[config.mk]
export PLATFORM = sky130hd
export DESIGN_NAME = rx_depkt
export DESIGN_NICKNAME = d
export VERILOG_FILES = /design/src/rtl/rx_depkt_pkg.sv /design/src/rtl/rx_seq.sv /design/src/rtl/rx_dma.sv /design/src/rtl/rx_ctl_decode.sv /design/src/rtl/rx_depkt.sv
export SDC_FILE = /design/constraint.sdc
export NUM_CORES = 1
export LEC_CHECK = 0
export BUFFER_PORTS_ARGS = -buffer_cell sky130_fd_sc_hd__buf_2
export CELL_PAD_IN_SITES_DETAIL_PLACEMENT = 0
export CELL_PAD_IN_SITES_GLOBAL_PLACEMENT = 1
export CORE_MARGIN = 2
export CORE_UTILIZATION = 45
export CTS_BUF_LIST = sky130_fd_sc_hd__clkbuf_4 sky130_fd_sc_hd__clkbuf_8
export DETAILED_ROUTE_END_ITERATION = 10
export MAX_ROUTING_LAYER = met4
export PLACE_DENSITY_LB_ADDON = 0.1
export SYNTH_ARGS = -nofsm -noshare
export SYNTH_HDL_FRONTEND = slang
export SYNTH_SLANG_ARGS = --single-unit
[constraint.sdc]
create_clock -name clk_i -period 3.7 [get_ports clk_i]
set_clock_uncertainty 0.05 [all_clocks]
set_input_delay 0.555 -clock clk_i [delete_from_list [all_inputs] [get_ports clk_i]]
set_output_delay 0.555 -clock clk_i [all_outputs]
set_load 0.03 [all_outputs]
[src/rtl/rx_depkt_pkg.sv]
package rx_depkt_pkg;
  localparam int unsigned FLIT_W   = 64;
  localparam int unsigned TYPE_W   = 8;
  localparam int unsigned TAG_W    = 16;
  localparam int unsigned PAY_W    = 32;
  localparam int unsigned TYPE_LSB = FLIT_W - TYPE_W;
  localparam int unsigned TAG_LSB  = PAY_W;
  localparam int unsigned OFS_W    = 8;
  localparam int unsigned BUS_W    = 32;

  localparam logic [OFS_W-1:0] OFS_TYPE  = 8'h20;
  localparam logic [OFS_W-1:0] OFS_TAG   = 8'h24;
  localparam logic [OFS_W-1:0] OFS_DATA  = 8'h28;
  localparam logic [OFS_W-1:0] OFS_WADDR = 8'h2C;

  typedef enum logic [1:0] {
    PK_SINGLE = 2'd0,
    PK_BLOCK  = 2'd1,
    PK_CTRL   = 2'd2,
    PK_RSVD   = 2'd3
  } pkind_e;

  typedef enum logic [1:0] {
    ST_IDLE,
    ST_WAIT_RD,
    ST_WAIT_ADDR,
    ST_BODY
  } rx_state_e;

  typedef enum logic [2:0] {
    OP_DEST  = 3'd0,
    OP_ID    = 3'd1,
    OP_DATA  = 3'd2,
    OP_RADDR = 3'd3,
    OP_CMD   = 3'd4
  } ctl_op_e;
endpackage

[src/rtl/rx_seq.sv]
module rx_seq
  import rx_depkt_pkg::*;
#(
  parameter int unsigned AW = 32
) (
  input  logic              clk_i,
  input  logic              rst_ni,
  input  logic              head_fire_i,
  input  pkind_e            kind_i,
  input  logic [TYPE_W-1:0] type_i,
  input  logic [TAG_W-1:0]  tag_i,
  input  logic [PAY_W-1:0]  pay_i,
  input  logic              rd_data_i,
  input  logic              wr_addr_i,
  input  logic [AW-1:0]     waddr_i,
  input  logic              beat_i,
  input  logic              last_i,
  output rx_state_e         state_o,
  output logic              dma_start_o,
  output logic [TYPE_W-1:0] rx_type_o,
  output logic [TAG_W-1:0]  rx_tag_o,
  output logic [PAY_W-1:0]  rx_pay_o,
  output logic [AW-1:0]     rx_waddr_o
);
  rx_state_e state_q, state_d;
  logic      capture;

  assign capture     = head_fire_i && (kind_i != PK_CTRL);
  assign dma_start_o = (state_q == ST_WAIT_ADDR) && wr_addr_i && (rx_pay_o != '0);

  always_comb begin
    state_d = state_q;
    unique case (state_q)
      ST_IDLE: begin
        if (head_fire_i) begin
          if (kind_i == PK_BLOCK)     state_d = ST_WAIT_ADDR;
          else if (kind_i != PK_CTRL) state_d = ST_WAIT_RD;
        end
      end
      ST_WAIT_RD:   if (rd_data_i) state_d = ST_IDLE;
      ST_WAIT_ADDR: if (wr_addr_i) state_d = (rx_pay_o == '0) ? ST_IDLE : ST_BODY;
      ST_BODY:      if (beat_i && last_i) state_d = ST_IDLE;
      default:      state_d = ST_IDLE;
    endcase
  end

  always_ff @(posedge clk_i or negedge rst_ni) begin
    if (!rst_ni) begin
      state_q    <= ST_IDLE;
      rx_type_o  <= '0;
      rx_tag_o   <= '0;
      rx_pay_o   <= '0;
      rx_waddr_o <= '0;
    end else begin
      state_q <= state_d;
      if (capture) begin
        rx_type_o <= type_i;
        rx_tag_o  <= tag_i;
        rx_pay_o  <= pay_i;
      end
      if (wr_addr_i) rx_waddr_o <= waddr_i;
    end
  end

  assign state_o = state_q;
endmodule

[src/rtl/rx_dma.sv]
module rx_dma
  import rx_depkt_pkg::*;
#(
  parameter int unsigned AW = 32
) (
  input  logic              clk_i,
  input  logic              rst_ni,
  input  logic              start_i,
  input  logic [AW-1:0]     base_i,
  input  logic [PAY_W-1:0]  count_i,
  input  logic              beat_i,
  input  logic [FLIT_W-1:0] flit_i,
  output logic              last_o,
  output logic              mem_we_o,
  output logic [AW-1:0]     mem_addr_o,
  output logic [FLIT_W-1:0] mem_wdata_o
);
  logic [AW-1:0]    ptr_q;
  logic [PAY_W-1:0] rem_q;

  assign last_o = (rem_q == PAY_W'(1));

  always_ff @(posedge clk_i or negedge rst_ni) begin
    if (!rst_ni) begin
      ptr_q       <= '0;
      rem_q       <= '0;
      mem_we_o    <= 1'b0;
      mem_addr_o  <= '0;
      mem_wdata_o <= '0;
    end else begin
      mem_we_o <= beat_i;
      if (start_i) begin
        ptr_q <= base_i;
        rem_q <= count_i;
      end else if (beat_i) begin
        ptr_q <= ptr_q + AW'(1);
        rem_q <= rem_q - PAY_W'(1);
      end
      if (beat_i) begin
        mem_addr_o  <= ptr_q;
        mem_wdata_o <= flit_i;
      end
    end
  end
endmodule

[src/rtl/rx_ctl_decode.sv]
module rx_ctl_decode
  import rx_depkt_pkg::*;
(
  input  logic             clk_i,
  input  logic             rst_ni,
  input  logic             fire_i,
  input  logic [TAG_W-1:0] tag_i,
  input  logic [PAY_W-1:0] pay_i,
  output logic [7:0]       snd_dest_o,
  output logic [15:0]      snd_id_o,
  output logic [31:0]      snd_data_o,
  output logic [31:0]      snd_raddr_o,
  output logic [7:0]       snd_cmd_o,
  output logic             snd_cmd_wr_o
);
  logic    legal;
  ctl_op_e op;

  assign legal = fire_i && (tag_i[TAG_W-1:3] == '0);
  assign op    = ctl_op_e'(tag_i[2:0]);

  always_ff @(posedge clk_i or negedge rst_ni) begin
    if (!rst_ni) begin
      snd_dest_o   <= '0;
      snd_id_o     <= '0;
      snd_data_o   <= '0;
      snd_raddr_o  <= '0;
      snd_cmd_o    <= '0;
      snd_cmd_wr_o <= 1'b0;
    end else begin
      snd_cmd_wr_o <= legal && (op == OP_CMD);
      if (legal) begin
        case (op)
          OP_DEST:  snd_dest_o  <= pay_i[7:0];
          OP_ID:    snd_id_o    <= pay_i[15:0];
          OP_DATA:  snd_data_o  <= pay_i;
          OP_RADDR: snd_raddr_o <= pay_i;
          OP_CMD:   snd_cmd_o   <= pay_i[7:0];
          default:  ;
        endcase
      end
    end
  end
endmodule

[src/rtl/rx_depkt.sv]
module rx_depkt
  import rx_depkt_pkg::*;
#(
  parameter int unsigned MEM_AW = 32
) (
  input  logic              clk_i,
  input  logic              rst_ni,
  input  logic              flit_valid_i,
  input  logic [FLIT_W-1:0] flit_i,
  output logic              flit_ready_o,
  input  logic              bus_req_i,
  input  logic              bus_we_i,
  input  logic [OFS_W-1:0]  bus_addr_i,
  input  logic [BUS_W-1:0]  bus_wdata_i,
  output logic [BUS_W-1:0]  bus_rdata_o,
  output logic              irq_o,
  output logic              mem_we_o,
  output logic [MEM_AW-1:0] mem_addr_o,
  output logic [FLIT_W-1:0] mem_wdata_o,
  output logic [7:0]        snd_dest_o,
  output logic [15:0]       snd_id_o,
  output logic [31:0]       snd_data_o,
  output logic [31:0]       snd_raddr_o,
  output logic [7:0]        snd_cmd_o,
  output logic              snd_cmd_wr_o
);
  rx_state_e          state;
  pkind_e             kind;
  logic [TYPE_W-1:0]  h_type, rx_type;
  logic [TAG_W-1:0]   h_tag, rx_tag;
  logic [PAY_W-1:0]   h_pay, rx_pay;
  logic [MEM_AW-1:0]  rx_waddr, waddr_in;
  logic               head_fire, beat, ctl_fire, rd_data, wr_addr, dma_start, last;

  assign h_type = flit_i[FLIT_W-1:TYPE_LSB];
  assign h_tag  = flit_i[TAG_LSB+TAG_W-1:TAG_LSB];
  assign h_pay  = flit_i[PAY_W-1:0];
  assign kind   = pkind_e'(h_type[1:0]);

  assign flit_ready_o = (state == ST_IDLE) || (state == ST_BODY);
  assign irq_o        = (state != ST_IDLE);
  assign head_fire    = flit_valid_i && (state == ST_IDLE);
  assign beat         = flit_valid_i && (state == ST_BODY);
  assign ctl_fire     = head_fire && (kind == PK_CTRL);
  assign rd_data      = bus_req_i && !bus_we_i && (bus_addr_i == OFS_DATA);
  assign wr_addr      = bus_req_i && bus_we_i && (bus_addr_i == OFS_WADDR);
  assign waddr_in     = MEM_AW'(bus_wdata_i);

  rx_seq #(.AW(MEM_AW)) u_seq (
    .clk_i       (clk_i),
    .rst_ni      (rst_ni),
    .head_fire_i (head_fire),
    .kind_i      (kind),
    .type_i      (h_type),
    .tag_i       (h_tag),
    .pay_i       (h_pay),
    .rd_data_i   (rd_data),
    .wr_addr_i   (wr_addr),
    .waddr_i     (waddr_in),
    .beat_i      (beat),
    .last_i      (last),
    .state_o     (state),
    .dma_start_o (dma_start),
    .rx_type_o   (rx_type),
    .rx_tag_o    (rx_tag),
    .rx_pay_o    (rx_pay),
    .rx_waddr_o  (rx_waddr)
  );

  rx_dma #(.AW(MEM_AW)) u_dma (
    .clk_i       (clk_i),
    .rst_ni      (rst_ni),
    .start_i     (dma_start),
    .base_i      (waddr_in),
    .count_i     (rx_pay),
    .beat_i      (beat),
    .flit_i      (flit_i),
    .last_o      (last),
    .mem_we_o    (mem_we_o),
    .mem_addr_o  (mem_addr_o),
    .mem_wdata_o (mem_wdata_o)
  );

  rx_ctl_decode u_ctl (
    .clk_i        (clk_i),
    .rst_ni       (rst_ni),
    .fire_i       (ctl_fire),
    .tag_i        (h_tag),
    .pay_i        (h_pay),
    .snd_dest_o   (snd_dest_o),
    .snd_id_o     (snd_id_o),
    .snd_data_o   (snd_data_o),
    .snd_raddr_o  (snd_raddr_o),
    .snd_cmd_o    (snd_cmd_o),
    .snd_cmd_wr_o (snd_cmd_wr_o)
  );

  always_comb begin
    unique case (bus_addr_i)
      OFS_TYPE:  bus_rdata_o = BUS_W'(rx_type);
      OFS_TAG:   bus_rdata_o = BUS_W'(rx_tag);
      OFS_DATA:  bus_rdata_o = BUS_W'(rx_pay);
      OFS_WADDR: bus_rdata_o = BUS_W'(rx_waddr);
      default:   bus_rdata_o = '0;
    endcase
  end
endmodule

### After elaboration in Yosys (flattened, before gate mapping)

Index checks and enable logic that the tools add are counted.

* register bits after elaboration: 348
* latch bits: 0
* bits in writable memories: 0
* bits in read-only memories: 0
* input bits: 109
* output and inout bits: 228
* word-level logic and storage cells: 79
* memories: 0

* add/subtract/negate cells: 2
* multiply operators: 0
* div/mod/pow operators: 0
* $lt $le $gt $ge: 0
* equal/unequal tests: 20
* shifts and indexed selects: 0
* multiplexer cells: 13
* bitwise operators: 0
* reductions and logical operators: 28

Operators with widths (number)
* $mux 32: 4
* $pmux 32 s4: 1
* $add 32x1->32 const B: 1
* $eq 32x1->1 const B: 1
* $eq 8x6->1 const B: 4
* $logic_not 32->1: 1
* $reduce_bool 32->1: 1
* $sub 32x1->32 const B: 1
* $mux 2: 7
* $logic_and 1x1->1: 13
* $logic_not 13->1: 1
* $reduce_and 2->1: 5
* $pmux 2 s4: 1
* $eq 2x2->1 const B: 3
* $eq 3x2->1 const B: 2
* $ne 2x2->1 const B: 3
* $reduce_and 5->1: 1
* $eq 2x1->1 const B: 2
* $ne 2x1->1 const B: 2
* $reduce_bool 2->1: 2
* $eq 3x1->1 const B: 1
* $eq 3x3->1 const B: 1
* $logic_not 3->1: 1
* $ne 3x1->1 const B: 1
* 3 further kinds: 3

### Longest topological paths before layout

Gate-level depths: netlist of the first run.

* depth after elaboration: 5
* gate-level depth with buffers: 9
* depth with buffers taken out: 8

### Cells and area by module

Synthesis of the first run repeated with hierarchy kept, for this count alone.

* cells, all modules: 1140
* area total of the unflattened synthesis: 15556.2 um2

By module, submodules not included
* rx_dma: instances 1, cells an instance 604, area an instance 7244.4 um2, seq. area each 4028.9 um2
* rx_ctl_decode: instances 1, cells an instance 217, area an instance 3806.2 um2, seq. area each 2427.3 um2
* rx_seq: instances 1, cells an instance 222, area an instance 3667.3 um2, seq. area each 2252.2 um2
* rx_depkt: instances 1, cells an instance 97, area an instance 838.3 um2, seq. area each 0.0 um2

### Least setup slack after synthesis of the first run

No wires, ideal clock.

* path type: in2out
* start: in bus_addr_i[2]
* end: out bus_rdata_o[10]
* arrival: 2.318 ns
* data required time: 3.095 ns
* setup slack: 0.777 ns
* stages on the path: 7
* buffers on the path: 3
* cells stage by stage: clkbuf_1 buf_1 buf_2 mux2i_1 nor2_1 a21oi_1 nor2_1

* cells in the longest elaborated chain, start to end: 2
* elaborated cells between the ends (all ways): 5
* classes of those cells: eq/ne (4); mux (1)

Ends and longest elaborated chain
* start, declared: RTL line rx_depkt.sv:13 `input logic [OFS_W-1:0] bus_addr_i,`
* $eq 8x6->1: RTL line rx_depkt.sv:99 `unique case (bus_addr_i)`
* $pmux 32 s4 *: RTL line rx_depkt.sv:99
* end, declared: RTL line rx_depkt.sv:15 `output logic [BUS_W-1:0] bus_rdata_o,`

Mark *: on every way between the ends. The rest lies on a longest branch, timed or not.

### Final worst setup path of the first run

* start: reg u_seq.rx_pay_o[19]
* end: reg u_dma.ptr_q[19]

* cells in the longest elaborated chain, start to end: 3
* elaborated cells between the ends (all ways): 4
* classes of those cells: mux (1); reduce/logical (3)

Ends and longest elaborated chain
* start, declared: RTL line rx_seq.sv:22 `output logic [PAY_W-1:0] rx_pay_o,`
* start signal, assigned: RTL line rx_seq.sv:59 `rx_pay_o <= pay_i;`
* $reduce_bool 32->1 *: RTL line rx_seq.sv:29 `assign dma_start_o = (state_q == ST_WAIT_ADDR) && wr_addr_i && (rx_pay_o != '0);`
* $logic_and 1x1->1 *: RTL line rx_seq.sv:29
* $mux 32 or $reduce_bool 2->1 (tied branches)
* end signal, assigned: RTL line rx_dma.sv:33 `ptr_q <= base_i;`
* end signal, assigned: RTL line rx_dma.sv:36 `ptr_q <= ptr_q + AW'(1);`
* end, declared: RTL line rx_dma.sv:18 `logic [AW-1:0] ptr_q;`

Marked as above.
A chain may end at the register's enable or synchronous reset.

==> flow_metrics.py, run 1 <==
metrics = {
    "run_status": {
        "run_status": "finished clean",
    },
    "logic_synthesis": {
        "yosys.area.top_type": "dfrtp_1",
        "synth.cells.most_frequent": "348 x dfrtp_1, 307 x nand2_1, 181 x mux2_2, 109 x nor2_1, 67 x a21oi_1",
        "synth_cells": 1339,
        "syn_area_um2": 15100,
        "yosys_warnings": 0,
        "synthArstFlopShare": 1.00,
        "synthMuxAreaShare": 0.172,
        "avgSynthCellArea_um2": 11.3,
        "synth_compound_area_frac": 0.0269,
        "synth_area_leaders": "dfrtp_1 58%, mux2_2 14%, nand2_1 7.6%, nor2_1 2.7%, xnor2_1 2.3%",
        "synth_enable_flop_cells": 0,
        "yosysMostFrequentCell": "dfrtp_1",
        "synthXorXnorAreaFrac": 0.0354,
        "synthFlopType": "dfrtp_1",
        "synth.distinct_cells": 48,
        "synthAdderAreaFrac": 0.00664,
        "synth-simple-area-share": 0.159,
        "ys_seq_elements": 348,
        "synth_top_area_frac": 0.578,
        "synth_top_family_by_area": "multiplexers",
        "syn-num-nets": 1456,
        "seq_area_frac_synth": 0.578,
    },
    "routing": {
        "dr.first_iter.drc_count": 586,
        "viasPerCell": 5.11,
        "vias": 11171,
        "ant_nets": 0,
        "drcViolationCount": 0,
        "dr.pass1.iters": 4,
        "wl_mm": 42.6,
        "post_drt_wl_per_cell_um": 19.5,
    },
    "cts": {
        "clkSlewWorstSetupHoldPaths_ns": 0.06,
        "cts_buffers": 58,
        "clock_path_buffers": 3,
        "post_cts_buffers": 0,
        "cts_sinks": 348,
        "ctsHoldBuffers": 1,
        "cts_htree_levels": 2,
        "cts_tree": "done",
        "clk_latency_ns": 0.60,
        "clockRootBuffer": "clkbuf_8",
        "cts.repair.resized": 0,
    },
    "sta": {
        "period_needed_ns": 2.99,
        "max_freq_mhz": 335,
        "relSlewSlack": 0.353,
        "setup_ws_ns": 0.715,
        "worstMarginPinSlew_ns": 0.971,
        "setup_viol": 0,
        "finalSetupTns_ns": 0,
        "grt_setup_unrepaired": "false",
        "hold_viol_final": 0,
        "layout_worst_path_cycle_share": 0.807,
        "final_max_slew_viol_count": 0,
    },
    "global_route": {
        "first_global_vias": 11444,
        "grt_usage": 0.252,
        "grt_pass1_wl_mm": 66.9,
        "antenna_found_initial": 3,
        "grt.overflow.total": 0,
        "grt_max_degree": 104,
    },
    "worst_setup_path": {
        "path_max_fanout": 86,
        "path_class": "reg2reg",
        "startpoint_type": "flop",
        "r2r_end": "u_dma.ptr_q[19]",
        "r2r_start": "u_seq.rx_pay_o[19]",
        "cp_data_required_time_ns": 4.17,
        "arrival_ns": 3.46,
        "rr_worst_depth": 7,
        "crit_chain": "nor4_1 -> nand4_1 -> o21ai_0 -> or4_4 -> buf_12 -> nor2_1 -> a21oi_1",
        "cp_slowest_cell": "or4_4",
        "crit_path_max_incr_delay_ns": 0.82,
        "crit_path_start": "u_seq.rx_pay_o[19]",
        "setup.worst_path.end_class": "flop",
        "regToRegSetupSlack_ns": 0.71,
    },
    "die": {
        "coreArea_um2": 33300,
        "die_w_um": 187,
        "die_area_um2": 35000,
        "die_h_um": 187,
        "io_pins": 337,
        "initial_core_util": 0.453,
        "rows": 67,
    },
    "cells_and_area": {
        "drive_gt1_frac": 0.388,
        "nets": 1811,
        "synthToLayoutAreaGrowth_pct": 23.1,
    },
    "min_path": {
        "hold_end": "u_dma.mem_wdata_o[49]",
        "worstHoldStart": "flit_i[49]",
        "min_delay_path_depth": 3,
        "hold_path_class": "in2reg",
    },
    "pwr": {
        "ir_drop_mv": 0.339,
        "pwr_density_cell_nw_per_um2": 660,
        "p_leak_nw": 9.93,
    },
    "placed_design": {
        "dpl_worst_slack_ns": 0.650,
        "gp_congestion": 0.846,
        "dp_hpwl_mm": 30.7,
        "io_buffers": 336,
    },
    "run": {
        "cap_violations": 0,
    },
}
-- state kept, by name, indices dropped and copies added, names as in the netlist --
name	cells
u_dma.mem_we_o	1
u_seq.rx_type_o	8
u_seq.rx_pay_o	32
u_seq.rx_waddr_o	32
u_dma.rem_q	32
u_ctl.snd_dest_o	8
u_ctl.snd_cmd_wr_o	1
u_ctl.snd_id_o	16
u_ctl.snd_data_o	32
u_ctl.snd_raddr_o	32
u_dma.mem_addr_o	32
u_dma.ptr_q	32
u_ctl.snd_cmd_o	8
u_seq.rx_tag_o	16
u_dma.mem_wdata_o	64
u_seq.state_o	2
-- layout make-up --
class / instances / area (um^2)
fill: 3053 / 14700
sequential: 348 / 8710
multi-input combinational: 914 / 6060
timing repair buffer: 359 / 1940
clock buffer: 92 / 1160
tap: 448 / 561
clock inverter: 7 / 68.8
inverter: 13 / 51.3
antenna: 3 / 7.51
-- cell usage in the layout (no fill, tap or decap), types with 3 or more instances in the layout --
| cell | count |
|---|---|
| ha_1 | 8 |
| xnor2_1 | 40 |
| mux2_4 | 7 |
| nand2_1 | 306 |
| nor2_1 | 109 |
| mux4_2 | 8 |
| clkinv_2 | 4 |
| a21oi_1 | 67 |
| diode_2 | 3 |
| or2_2 | 3 |
| or3_1 | 7 |
| dfrtp_1 | 348 |
| inv_1 | 11 |
| o21ai_0 | 6 |
| nor3_1 | 23 |
| xor2_1 | 21 |
| nand3_1 | 18 |
| clkbuf_4 | 17 |
| mux2i_1 | 26 |
| or4_1 | 3 |
| mux2_2 | 181 |
| buf_12 | 6 |
| buf_2 | 335 |
| and3_1 | 19 |
| buf_4 | 16 |
| nor4_1 | 19 |
| or4_4 | 3 |
| nand4_1 | 12 |
| clkbuf_8 | 75 |
-- worst max-delay path by stage --
stage,to,slack [ns]
finish,u_dma.ptr_q[19],0.71
global route,u_dma.ptr_q[22],0.51
CTS,u_dma.ptr_q[19],0.73
detailed placement,u_seq.state_o[1],0.65
global placement,u_seq.state_o[1],0.72
floorplan,bus_rdata_o[10],0.78
-- report_power, final --
group	leakage, nW	switching, mW	internal [mW]
Clock	0.653	1.52	2.04
Combinational	4.67	1.98	1.22
Sequential	4.61	0.828	4.65
-- metrics by stage --
| stage | cell area, um^2 | util | instances | hold WS, ns | power [mW] |
|---|---|---|---|---|---|
| after global placement | 17300 | 0.520 | 2081 | 0.401 | 8.68 |
| after global routing | 18600 | 0.558 | 2184 | 0.0796 | 12.9 |
| after CTS | 18500 | 0.557 | 2181 | 0.0653 | 12.4 |
| after floorplan | 15100 | - | 1339 | 0.209 | 7.46 |
| final | 18600 | 0.558 | 2184 | 0.104 | 12.2 |
| after detailed placement | 17300 | 0.520 | 2081 | 0.406 | 8.75 |
-- routing by layer --
metal,wire (um),global-route usage,up-vias
met5,0,-,-
met4,762,0.0617,0
met3,3050,0.0674,54
met2,19500,0.380,351
met1,19400,0.342,5523
li1,-,-,5243
-- kinds of logic after synthesis --
kind of cell,Yosys count
and+or+nand+nor,544
xor gates and xnor gates,61
DFF,348
adders and majority gates,8
muxes,223
buffers and inverters,77
AOI/OAI and AO/OA,78
-- critical path: cells and delay by family, from the launching register on --
kind	cells	cell delay (ns)
compound gates	2	0.60
simple gates	4	1.46
buf+inv	1	0.28
flops	1	0.47
No activity file was read; power rests on OpenSTA's default activity.
==> run 2, diff against run 1 <==
--- a/config.mk
+++ b/config.mk
@@ -9,7 +9,7 @@
 export CELL_PAD_IN_SITES_DETAIL_PLACEMENT = 0
 export CELL_PAD_IN_SITES_GLOBAL_PLACEMENT = 1
 export CORE_MARGIN = 2
-export CORE_UTILIZATION = 45
+export CORE_UTILIZATION = 40
 export CTS_BUF_LIST = sky130_fd_sc_hd__clkbuf_4 sky130_fd_sc_hd__clkbuf_8
 export DETAILED_ROUTE_END_ITERATION = 10
 export MAX_ROUTING_LAYER = met4
==> constraint.sdc (replaced) <==
create_clock -name clk_i -period 2.4 [get_ports clk_i]
set_clock_uncertainty 0.05 [all_clocks]
set_input_delay 0.36 -clock clk_i [delete_from_list [all_inputs] [get_ports clk_i]]
set_output_delay 0.36 -clock clk_i [all_outputs]
set_load 0.03 [all_outputs]
==> flow_metrics.py, run 2 (synthesis results as in run 1) <==
metrics = {
    "run_status": {
        "run_status": "finished clean",
    },
    "global_route": {
        "grt.overflow.total": 0,
        "grt_usage": 0.250,
        "grt_pass1_wl_mm": 72.1,
        "use_met3": 0.0584,
        "top_usage_layer": "met2",
        "first_global_vias": 12599,
        "gr-usage-met1": 0.323,
        "antenna_found_initial": 3,
        "grt_max_degree": 75,
        "met2_usage": 0.388,
    },
    "cells_and_area": {
        "finalInstanceArea_um2": 20700,
        "synthToLayoutAreaGrowth_pct": 37.5,
        "drive_gt1_frac": 0.415,
        "final_common_cell": "dfrtp_1",
        "nets": 2010,
        "fin_cells": 2445,
        "diodes": 0,
        "top_register": "u_dma.mem_wdata_o",
        "largest_reg_flops": 64,
        "final_cell_mix": "347 x dfrtp_1, 327 x buf_2, 306 x nand2_1",
        "final_util": 0.554,
    },
    "sta": {
        "period_needed_ns": 2.37,
        "grt_setup_unrepaired": "true",
        "setup_viol": 0,
        "relSlewSlack": 0.547,
        "final_max_slew_viol_count": 0,
        "worstMarginPinSlew_ns": 0.680,
        "max_freq_mhz": 421,
        "layout_worst_path_cycle_share": 0.989,
        "hold_viol_final": 0,
    },
    "worst_setup_path": {
        "setup.worst_path.end_class": "primary output",
        "cp_data_required_time_ns": 1.99,
        "path_max_fanout": 2,
        "startpoint_type": "flop",
        "arrival_ns": 1.96,
        "path_class": "reg2out",
    },
    "cts": {
        "cts_htree_levels": 2,
        "clk_latency_ns": 0.67,
        "clockRootBuffer": "clkbuf_8",
        "cts_sinks": 348,
        "cts_buffers": 58,
        "cts_tree": "done",
        "clkSlewWorstSetupHoldPaths_ns": 0.07,
        "clock_path_buffers": 3,
    },
    "pwr": {
        "p_sw_frac": 0.353,
        "ir_drop_mv": 0.616,
        "clkPwrFrac": 0.283,
        "power_switching_mw": 7.17,
        "power_frac_seq": 0.399,
        "combPwrFrac": 0.318,
        "pwr_density_cell_nw_per_um2": 979,
        "intPower_mw": 13.1,
        "p_leak_nw": 10.9,
    },
    "die": {
        "die_w_um": 198,
        "io_pins": 337,
        "coreArea_um2": 37400,
        "initial_core_util": 0.403,
        "rows": 71,
        "die_h_um": 198,
        "die_area_um2": 39300,
    },
    "routing": {
        "drcViolationCount": 0,
        "dr.pass1.iters": 5,
        "dr.first_iter.drc_count": 476,
        "ant_nets": 0,
        "wl_mm": 46.9,
        "post_drt_wl_per_cell_um": 19.2,
        "viasPerCell": 4.90,
        "vias": 11983,
    },
    "run": {
        "cap_violations": 0,
    },
    "placed_design": {
        "dp_hpwl_mm": 33.7,
        "gp_congestion": 0.852,
        "dp.cells": 2236,
        "placed_cell_area_um2": 18200,
        "io_buffers": 336,
    },
    "min_path": {
        "hold_path_class": "in2reg",
    },
}
[run 2: cell count changes in the layout (fill, tap and decap cells not counted), moves of 9 or more]
cell           change
buf_6             +14
buf_4             +88
dlygate4sd3_1     +96
buf_12             +9
[run 2: power groups by stage]
stage	clock (mW)	sequential (mW)	combinational (mW)
after global routing	6.18	8.25	6.97
after global placement	0	8.11	6.03
final	5.75	8.09	6.46
after floorplan	0	9.16	2.35
after CTS	5.94	8.08	6.41
after detailed placement	0	8.15	6.10
[run 2: cell type report]
type | instances | area (um^2)
well taps | 511 | 639
multi-input cells | 914 | 6200
fillers | 3341 | 16700
repair buffers | 558 | 3860
clock inverters | 17 | 178
clock buffers | 84 | 1100
flip-flops and latches | 348 | 8710
inverters | 13 | 51.3
[run 2: critical path: stages (launching register included)]
cell     delay [ns]
dfrtp_1        0.39
buf_6          0.13
mux4_2         0.47
and3_4         0.17
buf_6          0.13
[run 2: worst paths after layout]
path | slack, ns | start | end | cells after the start
worst max register to register | 0.12 | u_dma.rem_q[4] | u_seq.state_o[1] | 6
worst max-delay path | 0.03 | u_seq.rx_pay_o[1] | bus_rdata_o[1] | 4
max in group asynchronous | 1.30 | rst_ni | u_dma.mem_addr_o[22] | 3
min in group asynchronous | 0.26 | rst_ni | u_dma.mem_wdata_o[43] | 2
worst min-delay path | 0.13 | bus_we_i | u_seq.state_o[1] | 4
worst min register to register | 0.41 | u_dma.mem_addr_o[8] | u_dma.mem_addr_o[8] | 2
[run 2: what timing repair did]
action                                  in CTS  in global routing
hold buffers                                97                  0
pin swaps                                    8                  4
endpoints found under the setup margin      18                113
setup buffers                               10                  3
resized for setup                           35                 14
hold endpoints to repair                   303                  0
[run 2: metrics by stage]
step	hold slack [ns]	setup TNS (ns)	setup slack [ns]	power [mW]
floorplan	0.0144	0	0.0448	11.5
global placement	0.339	-36.47	-0.594	14.1
detailed placement	0.348	-29.34	-0.519	14.3
CTS	0.0723	-0.0144	-0.00772	20.4
global route	0.131	-0.0939	-0.0324	21.4
finish	0.125	0	0.0274	20.3
[run 2: metal layers]
layer,up-vias,wire [um]
met5,-,0
met4,0,1310
met3,82,3310
met2,363,21400
met1,5899,20800
li1,5639,-
==> run 3, diff against run 2 <==
==> constraint.sdc (replaced) <==
create_clock -name clk_i -period 2 [get_ports clk_i]
set_clock_uncertainty 0.05 [all_clocks]
set_input_delay 0.3 -clock clk_i [delete_from_list [all_inputs] [get_ports clk_i]]
set_output_delay 0.3 -clock clk_i [all_outputs]
set_load 0.03 [all_outputs]
==> flow_metrics.py, run 3 (synthesis results as in run 1) <==
metrics = {
    "cells_and_area": {
        "finalInstanceArea_um2": 22100,
        "multi_input_area_um2": 6520,
        "final_cell_mix": "347 x dfrtp_1, 314 x buf_2, 303 x nand2_1",
        "final_common_cell": "dfrtp_1",
        "nFillCells": 3260,
        "drive_gt1_frac": 0.472,
        "nets": 2109,
        "regArea_um2": 8710,
        "final_util": 0.592,
        "fin_cells": 2549,
        "largest_reg_flops": 64,
        "top_register": "u_dma.mem_wdata_o",
        "synthToLayoutAreaGrowth_pct": 46.9,
    },
    "pwr": {
        "intPower_mw": 16.7,
        "ir_drop_mv": 0.738,
        "p_leak_nw": 11.6,
        "power_switching_mw": 9.01,
        "p_sw_frac": 0.351,
        "pwr_density_cell_nw_per_um2": 1160,
        "power_frac_seq": 0.375,
        "clkPwrFrac": 0.273,
        "power.total_mw": 25.7,
        "combPwrFrac": 0.351,
    },
    "die": {
        "coreArea_um2": 37400,
        "initial_core_util": 0.403,
        "die_area_um2": 39300,
        "io_pins": 337,
        "rows": 71,
        "die_w_um": 198,
        "die_h_um": 198,
    },
    "routing": {
        "post_drt_wl_per_cell_um": 19.5,
        "drcViolationCount": 0,
        "dr.pass1.iters": 5,
        "ant_nets": 0,
        "vias": 12411,
        "dr.first_iter.drc_count": 466,
        "viasPerCell": 4.87,
        "wl_mm": 49.6,
    },
    "run_status": {
        "failed_checks": "setup timing",
        "run_status": "finished with violations",
    },
    "cts": {
        "cts_sinks": 348,
        "cts_tree": "done",
        "clockRootBuffer": "clkbuf_8",
        "cts_buffers": 60,
        "clk_latency_ns": 0.66,
        "clock_path_buffers": 3,
        "clkSlewWorstSetupHoldPaths_ns": 0.06,
        "cts_htree_levels": 2,
    },
    "global_route": {
        "grt.overflow.total": 0,
        "grt_usage": 0.257,
        "grt_max_degree": 98,
        "grt_pass1_wl_mm": 74.1,
        "antenna_found_initial": 1,
        "first_global_vias": 12879,
    },
    "sta": {
        "grt_setup_unrepaired": "true",
        "setup_viol": 176,
        "period_needed_ns": 2.35,
        "layout_worst_path_cycle_share": 1.17,
        "worstMarginPinSlew_ns": 0.581,
        "setup_ws_ns": -0.346,
        "finalSetupTns_ns": -31.93,
        "whs_ns": 0.0552,
        "final_max_slew_viol_count": 0,
        "max_freq_mhz": 426,
        "relSlewSlack": 0.613,
        "hold_viol_final": 0,
    },
    "worst_setup_path": {
        "cp_data_required_time_ns": 1.65,
        "arrival_ns": 2.00,
        "path_class": "reg2out",
        "path_max_fanout": 2,
        "startpoint_type": "flop",
        "setup.worst_path.end_class": "primary output",
    },
    "placed_design": {
        "placed_cell_area_um2": 18800,
        "dp.cells": 2306,
        "dpl_worst_slack_ns": -0.563,
        "io_buffers": 336,
        "gp_congestion": 0.878,
        "dp_hpwl_mm": 34.3,
    },
    "min_path": {
        "hold_path_class": "in2reg",
    },
    "run": {
        "cap_violations": 0,
    },
}
-- run 3: cell count changes in the layout (fill, tap and decap cells not counted), moves of 6 or more --
cell,previous run,this run
a21oi_1,67,59
a21oi_2,1,9
buf_2,327,314
buf_4,104,170
buf_6,14,46
clkbuf_4,9,19
clkinv_2,12,6
nor2_1,103,82
nor2_2,5,26
-- run 3: worst paths after layout --
kind,depth (start not counted),start,end,slack [ns]
max,4,u_seq.rx_pay_o[1],bus_rdata_o[1],-0.35
min,4,flit_i[32],u_dma.mem_wdata_o[32],0.06
max reg2reg,11,u_seq.state_o[0],u_ctl.snd_raddr_o[11],-0.28
min reg2reg,2,u_dma.mem_addr_o[9],u_dma.mem_addr_o[9],0.41
max in group asynchronous,3,rst_ni,u_dma.ptr_q[13],1.07
min in group asynchronous,2,rst_ni,u_dma.mem_wdata_o[36],0.07
-- run 3: routing by layer --
layer  GRT usage  vias up  part of all wire
li1            -     5832                 -
met1       0.323     6134              0.43
met4      0.0780        0             0.024
met3      0.0654       78             0.074
met2       0.410      367              0.47
met5           -        -                 0
-- run 3: area by class of cell --
class / instances / area share
clock inverters: 10 / 0.00480
diodes: 2 / 0.000226
inverters: 13 / 0.00243
multi-input cells: 915 / 0.294
flip-flops and latches: 348 / 0.393
well taps: 511 / 0.0289
clock buffers: 96 / 0.0543
repair buffers: 654 / 0.222
-- run 3: worst max-delay path: stages, from the launching register on --
cell and delay (ns):
dfrtp_1 0.39, buf_6 0.14, mux4_2 0.48, and3_4 0.19
buf_6 0.13
-- run 3: power groups by stage --
stage / clock network (mW) / registers, mW / logic (mW)
detailed placement: 0 / 9.67 / 7.85
global placement: 0 / 9.62 / 7.75
global route: 7.52 / 9.80 / 9.66
finish: 7.02 / 9.64 / 9.03
CTS: 7.20 / 9.60 / 8.70
floorplan: 0 / 11.0 / 2.87
-- run 3: timing repair --
item / in CTS / in global routing
cloned: 4 / 5
gates resized for setup: 106 / 43
pin swaps: 14 / 10
hold endpoints to repair: 613 / 6
buffers inserted: 20 / 10
endpoints found under the setup margin: 190 / 203
hold buffers: 97 / 3
